## src/rtl/ira_pkg.sv

```systemverilog
`timescale 1ns/1ps
package ira_pkg;
  localparam int HW     = 16;
  localparam int WIN_AW = 3;
  localparam int RD_BIT = 7;

  localparam logic [WIN_AW-1:0] OFF_STAT  = 3'd0;
  localparam logic [WIN_AW-1:0] OFF_IADDR = 3'd1;
  localparam int                HOLD_BASE = 2;

  typedef struct packed {
    logic rd;
    logic hi;
  } xact_kind_t;
endpackage

```

## src/rtl/ira_regfile.sv

```systemverilog
`timescale 1ns/1ps
module ira_regfile #(
  parameter int W     = 32,
  parameter int DEPTH = 32,
  parameter int IDX_W = $clog2(DEPTH)
) (
  input  logic             clk,
  input  logic             en,
  input  logic             we,
  input  logic [IDX_W-1:0] idx,
  input  logic [W-1:0]     wdata,
  output logic [W-1:0]     rdata
);
  logic [W-1:0] mem [DEPTH];

  // single port, read-first, no reset: maps onto block RAM
  always_ff @(posedge clk) begin
    if (en) begin
      if (we) mem[idx] <= wdata;
      rdata <= mem[idx];
    end
  end
endmodule

```

## src/rtl/ira_xact_ctrl.sv

```systemverilog
`timescale 1ns/1ps
module ira_xact_ctrl import ira_pkg::*; #(
  parameter int LAT   = 4,
  parameter int IDX_W = 5
) (
  input  logic             clk,
  input  logic             rst,
  input  logic             start,
  input  xact_kind_t       kind,
  input  logic [IDX_W-1:0] idx,
  input  logic [2*HW-1:0]  wdata,
  output logic             busy,
  output logic             mem_en,
  output logic             mem_we,
  output logic [IDX_W-1:0] mem_idx,
  output logic [2*HW-1:0]  mem_wdata,
  input  logic [2*HW-1:0]  mem_rdata,
  output logic             ret_valid,
  output logic [HW-1:0]    ret_data
);
  localparam int CW = $clog2(LAT + 1);

  if (LAT < 2) begin : g_bad_lat
    $error("ira_xact_ctrl: LAT must be at least 2");
  end

  logic [CW-1:0]    cnt;
  xact_kind_t       kind_q;
  logic [IDX_W-1:0] idx_q;
  logic [2*HW-1:0]  wd_q;

  always_ff @(posedge clk) begin
    if (rst) begin
      busy   <= 1'b0;
      cnt    <= '0;
      kind_q <= '0;
      idx_q  <= '0;
      wd_q   <= '0;
    end else if (start) begin
      busy   <= 1'b1;
      cnt    <= CW'(LAT);
      kind_q <= kind;
      idx_q  <= idx;
      wd_q   <= wdata;
    end else if (busy) begin
      cnt <= cnt - 1'b1;
      if (cnt == CW'(1)) busy <= 1'b0;
    end
  end

  // memory is touched two cycles before completion: one for the
  // access, one for the registered read data
  assign mem_en    = busy && (cnt == CW'(2));
  assign mem_we    = mem_en && !kind_q.rd;
  assign mem_idx   = idx_q;
  assign mem_wdata = wd_q;

  assign ret_valid = busy && (cnt == CW'(1)) && kind_q.rd;
  assign ret_data  = kind_q.hi ? mem_rdata[2*HW-1:HW] : mem_rdata[HW-1:0];
endmodule

```

## src/rtl/ira_host_regs.sv

```systemverilog
`timescale 1ns/1ps
module ira_host_regs import ira_pkg::*; #(
  parameter int NHOLD = 4,
  parameter int IDX_W = 5
) (
  input  logic              clk,
  input  logic              rst,
  input  logic              hst_wr,
  input  logic [WIN_AW-1:0] hst_addr,
  input  logic [HW-1:0]     hst_wdata,
  input  logic              busy,
  input  logic              ret_valid,
  input  logic [HW-1:0]     ret_data,
  output logic              start,
  output xact_kind_t        kind,
  output logic [IDX_W-1:0]  idx,
  output logic [2*HW-1:0]   wdata,
  output logic              ovr,
  output logic [HW-1:0]     hold0,
  output logic [HW-1:0]     hst_rdata
);
  logic [NHOLD-1:0][HW-1:0] hold;
  logic [7:0]               iaddr_q;
  logic                     addr_hit;
  logic [HW-1:0]            rd_mux;

  assign addr_hit = hst_wr && (hst_addr == OFF_IADDR);
  assign start    = addr_hit && !busy;
  assign kind.rd  = hst_wdata[RD_BIT];
  assign kind.hi  = hst_wdata[0];
  assign idx      = hst_wdata[IDX_W:1];
  assign wdata    = {hold[1], hold[0]};
  assign hold0    = hold[0];

  for (genvar g = 0; g < NHOLD; g++) begin : g_hold
    logic [HW-1:0] q;
    always_ff @(posedge clk) begin
      if (rst)
        q <= '0;
      else if (g == 0 && ret_valid)
        q <= ret_data;
      else if (hst_wr && hst_addr == WIN_AW'(HOLD_BASE + g))
        q <= hst_wdata;
    end
    assign hold[g] = q;
  end

  always_ff @(posedge clk) begin
    if (rst) begin
      iaddr_q <= '0;
      ovr     <= 1'b0;
    end else begin
      if (start)             iaddr_q <= hst_wdata[7:0];
      if (addr_hit && busy)  ovr     <= 1'b1;
    end
  end

  always_comb begin
    rd_mux = '0;
    if (hst_addr == OFF_STAT)
      rd_mux = {{(HW-2){1'b0}}, ovr, busy};
    else if (hst_addr == OFF_IADDR)
      rd_mux = {{(HW-8){1'b0}}, iaddr_q};
    else
      for (int k = 0; k < NHOLD; k++)
        if (hst_addr == WIN_AW'(HOLD_BASE + k)) rd_mux = hold[k];
  end

  always_ff @(posedge clk) begin
    if (rst) hst_rdata <= '0;
    else     hst_rdata <= rd_mux;
  end
endmodule

```

## src/rtl/ira_top.sv

```systemverilog
`timescale 1ns/1ps
module ira_top import ira_pkg::*; #(
  parameter int LATENCY = 4,
  parameter int NREGS   = 32,
  parameter int NHOLD   = 4
) (
  input  logic              clk,
  input  logic              rst,
  input  logic              hst_wr,
  input  logic [WIN_AW-1:0] hst_addr,
  input  logic [HW-1:0]     hst_wdata,
  output logic [HW-1:0]     hst_rdata
);
  localparam int IDX_W = $clog2(NREGS);

  logic             start_w, busy_w, ovr_w, ret_valid_w;
  xact_kind_t       kind_w;
  logic [IDX_W-1:0] idx_w, mem_idx_w;
  logic [2*HW-1:0]  wdata_w, mem_wdata_w, mem_rdata_w;
  logic [HW-1:0]    ret_data_w, hold0_w;
  logic             mem_en_w, mem_we_w;

  ira_host_regs #(.NHOLD(NHOLD), .IDX_W(IDX_W)) u_host (
    .clk(clk), .rst(rst), .hst_wr(hst_wr), .hst_addr(hst_addr),
    .hst_wdata(hst_wdata), .busy(busy_w), .ret_valid(ret_valid_w),
    .ret_data(ret_data_w), .start(start_w), .kind(kind_w), .idx(idx_w),
    .wdata(wdata_w), .ovr(ovr_w), .hold0(hold0_w), .hst_rdata(hst_rdata)
  );

  ira_xact_ctrl #(.LAT(LATENCY), .IDX_W(IDX_W)) u_ctrl (
    .clk(clk), .rst(rst), .start(start_w), .kind(kind_w), .idx(idx_w),
    .wdata(wdata_w), .busy(busy_w), .mem_en(mem_en_w), .mem_we(mem_we_w),
    .mem_idx(mem_idx_w), .mem_wdata(mem_wdata_w), .mem_rdata(mem_rdata_w),
    .ret_valid(ret_valid_w), .ret_data(ret_data_w)
  );

  ira_regfile #(.W(2*HW), .DEPTH(NREGS), .IDX_W(IDX_W)) u_rf (
    .clk(clk), .en(mem_en_w), .we(mem_we_w), .idx(mem_idx_w),
    .wdata(mem_wdata_w), .rdata(mem_rdata_w)
  );
endmodule

```

## config.mk

```make
export PLATFORM = sky130hd
export DESIGN_NAME = ira_top
export DESIGN_NICKNAME = d
export VERILOG_FILES = /design/src/rtl/ira_pkg.sv /design/src/rtl/ira_regfile.sv /design/src/rtl/ira_xact_ctrl.sv /design/src/rtl/ira_host_regs.sv /design/src/rtl/ira_top.sv
export SDC_FILE = /design/constraint.sdc
export NUM_CORES = 1
export LEC_CHECK = 0
export BUFFER_PORTS_ARGS = -buffer_cell sky130_fd_sc_hd__clkbuf_2
export CORE_ASPECT_RATIO = 1.1
export CORE_MARGIN = 10
export CORE_UTILIZATION = 52
export CTS_CLUSTER_SIZE = 14
export DETAILED_ROUTE_END_ITERATION = 8
export GPL_ROUTABILITY_DRIVEN = 0
export PLACE_DENSITY = 0.64
export RECOVER_POWER = 25
export SLEW_MARGIN = 20
export SYNTH_ARGS = -nofsm -noshare
export SYNTH_HDL_FRONTEND = slang
export SYNTH_SLANG_ARGS = --single-unit
```

## constraint.sdc

```tcl
create_clock -name clk -period 5.1 [get_ports clk]
set_input_delay 0.255 -clock clk [delete_from_list [all_inputs] [get_ports clk]]
set_output_delay 0.255 -clock clk [all_outputs]
set_load 0.01 [all_outputs]
```

==> run_results.csv, run 1 <==
group,metric,value,unit
clock_tree,cts_tree,"yes",
routing,drc,0,
global_route,grt_overflow_total,0,
yosys,ys_seq_elements,1181,
routing,drtIter0Drc,3341,
routing,ant_nets,0,
timing,worst_slack,1.35,ns
worst_setup_path,path_class,"reg2reg",
yosys,yosysTopAreaCellShare,70.1,%
worst_setup_path,crit_path_start,"u_ctrl.mem_idx[1]",
routing,routed_via_density,6.38,
global_route,antenna_found_initial,1,
worst_hold_path,holdPathStages,5,
clock_tree,cts_root_buf,"clkbuf_16",
worst_setup_path,arrival,4.16,ns
routing,vias,26200,
clock_tree,cts.clk_slew.worst_paths,0.07,ns
yosys,synth_most_common_cell,"edfxtp_1",
timing,finalHoldViolations,0,
clock_tree,postCtsResizedCells,0,
placed_design,dp_cells,3869,
timing,max_freq,0.266,GHz
yosys,syn_inst,2756,
yosys,synth_nets,2781,
yosys,synth_edf_count,1056,
clock_tree,insertion_delay,0.69,ns
finish,area_growth,13.1,%
yosys,ys_top_cells_by_count,"edfxtp_1, mux2i_1, o22ai_1",
yosys,ys_types,49,
floorplanning,initial_utilization,52.4,%
worst_hold_path,min_from,"hst_addr[0]",
worst_setup_path,worst_setup_path_end_kind,"register",
floorplanning,pin_count,38,
run,maxCapViolCount,19,
worst_hold_path,hold_class,"in2reg",
worst_setup_path,r2r-start,"u_ctrl.mem_idx[1]",
timing,finalSetupTns,0,ns
pwr,leakagePower,14.4,nW
placed_design,dp_hpwl,76000,µm
yosys,avgSynthCellArea,16.4,µm²
floorplanning,die_x,301,µm
finish,layout.nets,2876,
floorplanning,rows,113,
clock_tree,htreeDepth,3,
floorplanning,die_area,99200,µm²
timing,worst_pin_slew,2.02,ns
pwr,power_density,371,nW/µm²
timing,fin_crit_sh,73.6,%
placed_design,dpl_worst_slack,1.39,ns
timing,rsz0062_at_grt,"false",
placed_design,port_buffers,37,
finish,n_fill_cell,6321,
floorplanning,core,86400,µm²
timing,relSlewSlack,-34.7,%
yosys,ys_warn_count,0,
worst_setup_path,critPathRequiredTime,5.50,ns
timing,skew,0.0284,ns
yosys,synth_flop_cell,"edfxtp_1",
yosys,yosys.area.top_type,"edfxtp_1",
routing,wl,128000,µm
timing,final-setup-viol-count,0,
clock_tree,clkSinkCount,1181,
yosys,netlist_area,45200,µm²
global_route,grtUsageTotal,25.5,%
worst_setup_path,reg2reg_depth,6,
finish,instances_no_fill,4099,
clock_tree,clock_path_buffers,3,
timing,period_minus_slack,3.75,ns
yosys,yosysSeqAreaShare,75.6,%
routing,drt_first_pass_iters,8,
clock_tree,cts_made_buffers,110,
timing,slew_viol_final,647,
run_status,status,"finished, violations left",
yosys,synth.area.top_cells,"edfxtp_1, mux2i_1, dfxtp_1, o22ai_1, nand2_1",
yosys,ys_async_sr_fraction,0,%
global_route,grt_max_degree,97,
worst_setup_path,crit_fanout,70,
global_route,grt_pass1_wl,183000,µm
pwr,vdd_drop_max,0.285,mV
routing,wire_per_inst,31.3,µm
finish,drive_gt1_share,11.8,%
floorplanning,die_y,329,µm
worst_setup_path,worstSetupStartpointType,"register",
run_status,violations,"capacitance limit, slew limit",
global_route,grt_pass1_vias,25200,
-- timing repair --
action                                 in CTS  in global routing
setup buffers                               0                  0
endpoints found under the hold margin      68                  0
hold buffers                               17                  0
-- path summary, 6_finish.rpt --
path / to / slack [ns]
hold / removal: u_host.iaddr_q[5] / 0.06
setup reg to reg: u_rf.rdata[22] / 1.35
hold reg to reg: u_host.g_hold[2].q[9] / 0.45
setup / recovery: u_rf.rdata[22] / 1.35
-- critical path, stage by stage (launching register included) --
cell	delay, ns
dfxtp_4	0.86
buf_12	0.52
buf_4	0.63
mux2i_1	0.25
o22ai_1	0.12
nor4_1	0.84
nand2_1	0.09
-- power breakdown --
group	switching, mW	internal, mW
registers	0.0240	10.4
clock network	3.51	4.66
logic	0.229	0.129
total	3.77	15.2
-- area by class of cell --
class                   count  area (µm²)  share of cell area, %
flip-flops and latches   1181       34200                   66.9
multi-input cells        1391       10400                   20.3
well taps                1150        1440                   2.81
repair buffers            163        1450                   2.84
inverters                   4        15.0                 0.0294
clock buffers             155        3120                   6.10
diodes                      1        2.50                0.00489
clock inverters            54         473                  0.925
-- layer usage --
layer  GRT usage (%)  up-vias  share of wire (%)
met2            40.2     1574                 47
li1                -    11000                  -
met4            8.82        0                3.2
met3            4.47      228                 10
met5               0        -                  0
met1            35.5    13400                 40
-- cell families after synthesis --
group           after synthesis  synth area share, %
flops                      1181                 75.6
mux                         544                 12.0
compound gates              432                 5.88
simple gates                411                 4.24
buf+inv                     184                 2.10
fa+ha+maj                     3               0.0830
xor+xnor                      1               0.0194
-- placed cells by master, fill, tap and decap left out, types with 4 or more instances in the layout --
cell           instances
o22ai_1              256
bufinv_16              8
clkinv_1              19
a211oi_1               7
nand3b_1               5
clkinv_2              16
nor2_4                28
nor2_1                 9
o22a_1                 6
dfxtp_1              114
nand2b_1              11
inv_6                  4
buf_4                 67
o21ai_0               17
nor3_2                 4
nand4b_1               4
nand2_1              254
clkbuf_16            114
mux2i_1              544
clkbuf_8              12
clkinvlp_4             5
buf_12                 7
clkbuf_1              50
dlygate4sd3_1         17
edfxtp_1            1056
buf_16                12
o211ai_1              16
nor4_1                64
a22oi_1                7
nand4bb_4              6
dfxtp_2               10
or4b_2                 4
o211a_1                8
inv_1                  5
clkbuf_2              36
a21oi_1              107
-- per-stage QoR --
step / cell area (µm²) / utilization (%) / hold WS (ns) / power [mW]
floorplan: 45200 / - / 0.391 / 10.9
global placement: 47000 / 54.4 / 0.437 / 11.0
detailed placement: 47400 / 54.9 / 0.444 / 11.0
CTS: 51200 / 59.2 / 0.0275 / 19.0
global route: 51100 / 59.2 / 0.0975 / 19.4
finish: 51100 / 59.2 / 0.0609 / 19.0
-- state kept, by name, summed over array words and instances, names as in the netlist --
name              flops
u_ctrl.busy           1
u_rf.mem           1024
u_host.hst_rdata     16
u_ctrl.kind_q         1
u_host.iaddr_q        3
u_ctrl.mem_idx        4
u_ctrl.cnt            3
u_rf.rdata           32
u_host.hold0         16
u_host.ovr            1
u_host.g_hold.q      48
u_ctrl.mem_wdata     32
Power figures use the tool's default switching activity.
==> run 2, diff against run 1 <==
- PLACE_DENSITY: 0.64 -> 0.66
- clock period: 5.1 -> 3 ns (I/O delays scaled with it)
==> run 2 against run 1 <==
Against the previous run:
- the flow now finishes without violations
- flip-flop and latch count is the same
- worst hold slack improved by 0.034 ns
- first-iteration DRC count down 7.3%
- sequential power is 70% higher
- utilization grew 1.1 points
- critical endpoint is now u_rf.rdata[16]
==> run_results.csv, run 2 (synthesized netlist as in run 1, its figures left out) <==
group,metric,value,unit
placed_design,port_buffers,37,
timing,worst_pin_slew,1.26,ns
pwr,power.switching,6.51,mW
global_route,grt_max_degree,55,
timing,timing.hold.ws,0.0944,ns
global_route,grtUsageTotal,25.2,%
worst_setup_path,crit_fanout,19,
floorplanning,die_y,329,µm
finish,final_common_cell,"edfxtp_1",
run,maxCapViolCount,0,
clock_tree,insertion_delay,0.71,ns
timing,max_freq,0.371,GHz
worst_setup_path,path_class,"reg2reg",
worst_setup_path,arrival,3.12,ns
floorplanning,initial_utilization,52.4,%
timing,finalHoldViolations,0,
routing,wire_per_inst,30.6,µm
floorplanning,die_area,99200,µm²
run_status,status,"complete, no violations",
timing,skew,0.0265,ns
worst_setup_path,worstSetupStartpointType,"register",
routing,drtIter0Drc,3097,
pwr,p_seq_share,54.2,%
clock_tree,cts.clk_slew.worst_paths,0.06,ns
timing,relSlewSlack,15.9,%
worst_hold_path,hold_class,"in2reg",
worst_setup_path,cpLargestDelayFamily,"simple AND/OR/NAND/NOR gates",
pwr,p_int,26.2,mW
routing,drt_first_pass_iters,5,
pwr,sw_frac_of_total,19.9,%
worst_setup_path,crit_path_top_delay_cell,"dfxtp_1",
finish,final_cell_mix,"edfxtp_1, mux2i_1, o22ai_1",
routing,routed_via_density,6.38,
floorplanning,die_x,301,µm
routing,vias,26500,
global_route,grt_pass1_wl,181000,µm
placed_design,dp_cells,3928,
finish,instances_no_fill,4156,
clock_tree,cts_setup_buffers,0,
timing,period_minus_slack,2.70,ns
timing,final-setup-viol-count,0,
clock_tree,htreeDepth,3,
finish,drive_gt1_share,13.9,%
floorplanning,rows,113,
placed_design,dp_hpwl,72400,µm
routing,drc,0,
global_route,grt_overflow_total,0,
pwr,power_density,628,nW/µm²
clock_tree,cts_tree,"yes",
timing,finalSetupTns,0,ns
finish,top_regs,"u_rf.mem (1024), u_host.g_hold.q (48)",
timing,rsz0062_at_grt,"false",
finish,regMostFlops,"u_rf.mem",
worst_setup_path,cp_num_buf_inv,1,
timing,fin_crit_sh,89.9,%
finish,area_growth,15.2,%
pwr,leakagePower,14.9,nW
pwr,clkPwrFrac,43.8,%
worst_setup_path,cpPeakStageDelay,0.81,ns
pwr,vdd_drop_max,0.525,mV
routing,ant_nets,0,
finish,layout.nets,2935,
floorplanning,pin_count,38,
worst_setup_path,crit_path_cell_trace,"or4b_2 > buf_4 > o22ai_1 > nor4_1 > nand2_1",
floorplanning,core,86400,µm²
global_route,antenna_found_initial,1,
clock_tree,cts_made_buffers,111,
timing,slew_viol_final,0,
routing,wl,127000,µm
worst_setup_path,worst_setup_path_end_kind,"register",
worst_setup_path,critPathRequiredTime,3.42,ns
global_route,grt_pass1_vias,25600,
clock_tree,clock_path_buffers,3,
finish,n_antenna_cell,0,
clock_tree,cts_root_buf,"clkbuf_16",
pwr,combPwrFrac,1.9,%
clock_tree,clkSinkCount,1181,
finish,largest_reg_flops,1024,
## run 2: cell count changes in the layout (fill, tap and decap cells not counted), moves of 10 or more
cell and change:
dfxtp_1 +10, clkbuf_1 -23, buf_12 +44, buf_4 +47, dfxtp_2 -10, buf_16 -12
## run 2: worst paths after layout
path | end | slack, ns | depth (start not counted) | start
worst max-delay path | u_rf.rdata[16] | 0.30 | 5 | u_host.iaddr_q[5]
worst min-delay path | u_host.hst_rdata[0] | 0.09 | 3 | hst_addr[1]
worst max register to register | u_rf.rdata[16] | 0.30 | 5 | u_host.iaddr_q[5]
worst min register to register | u_host.g_hold[2].q[0] | 0.45 | 2 | u_host.g_hold[2].q[0]
## run 2: final cells by class
type	instances	area (µm²)
Clock inverter	65	769
Tap cell	1150	1440
Timing Repair Buffer	221	2250
Sequential cell	1181	34200
Inverter	4	15.0
Multi-Input combinational cell	1391	10400
Clock buffer	144	2970
Fill cell	6193	34300
## run 2: power groups by stage
stage               clock network (mW)  registers (mW)  logic, mW
floorplan                            0            18.1      0.394
CTS                               14.5            17.7      0.622
detailed placement                   0            18.1      0.599
finish                            14.3            17.7      0.631
global placement                     0            18.1      0.590
global route                      15.1            17.7      0.665
## run 2: routing by layer
layer	routed length, µm	vias up	GRT usage, %
met3	13000	251	5.01
li1	-	11100	-
met4	3900	0	8.08
met2	60900	1541	40.7
met5	0	-	0
met1	49400	13600	34.0
## run 2: timing repair
item	in CTS	in global routing
hold buffers	19	0
gates resized for setup	0	0
hold endpoints to repair	84	0
## run 2: tightest hold or removal path: stages
cell      delay (ns)
clkbuf_2        0.26
o22ai_1         0.18
a32o_1          0.14
## run 2: per-stage QoR
step | worst slack, ns | power, mW | utilization, % | cell area [µm²]
after floorplan | -0.0568 | 18.5 | - | 45300
after global placement | 0.381 | 18.7 | 55.8 | 48200
after CTS | 0.327 | 32.8 | 60.3 | 52100
after global routing | 0.280 | 33.5 | 60.3 | 52100
final | 0.303 | 32.7 | 60.3 | 52100
after detailed placement | 0.343 | 18.7 | 55.8 | 48200
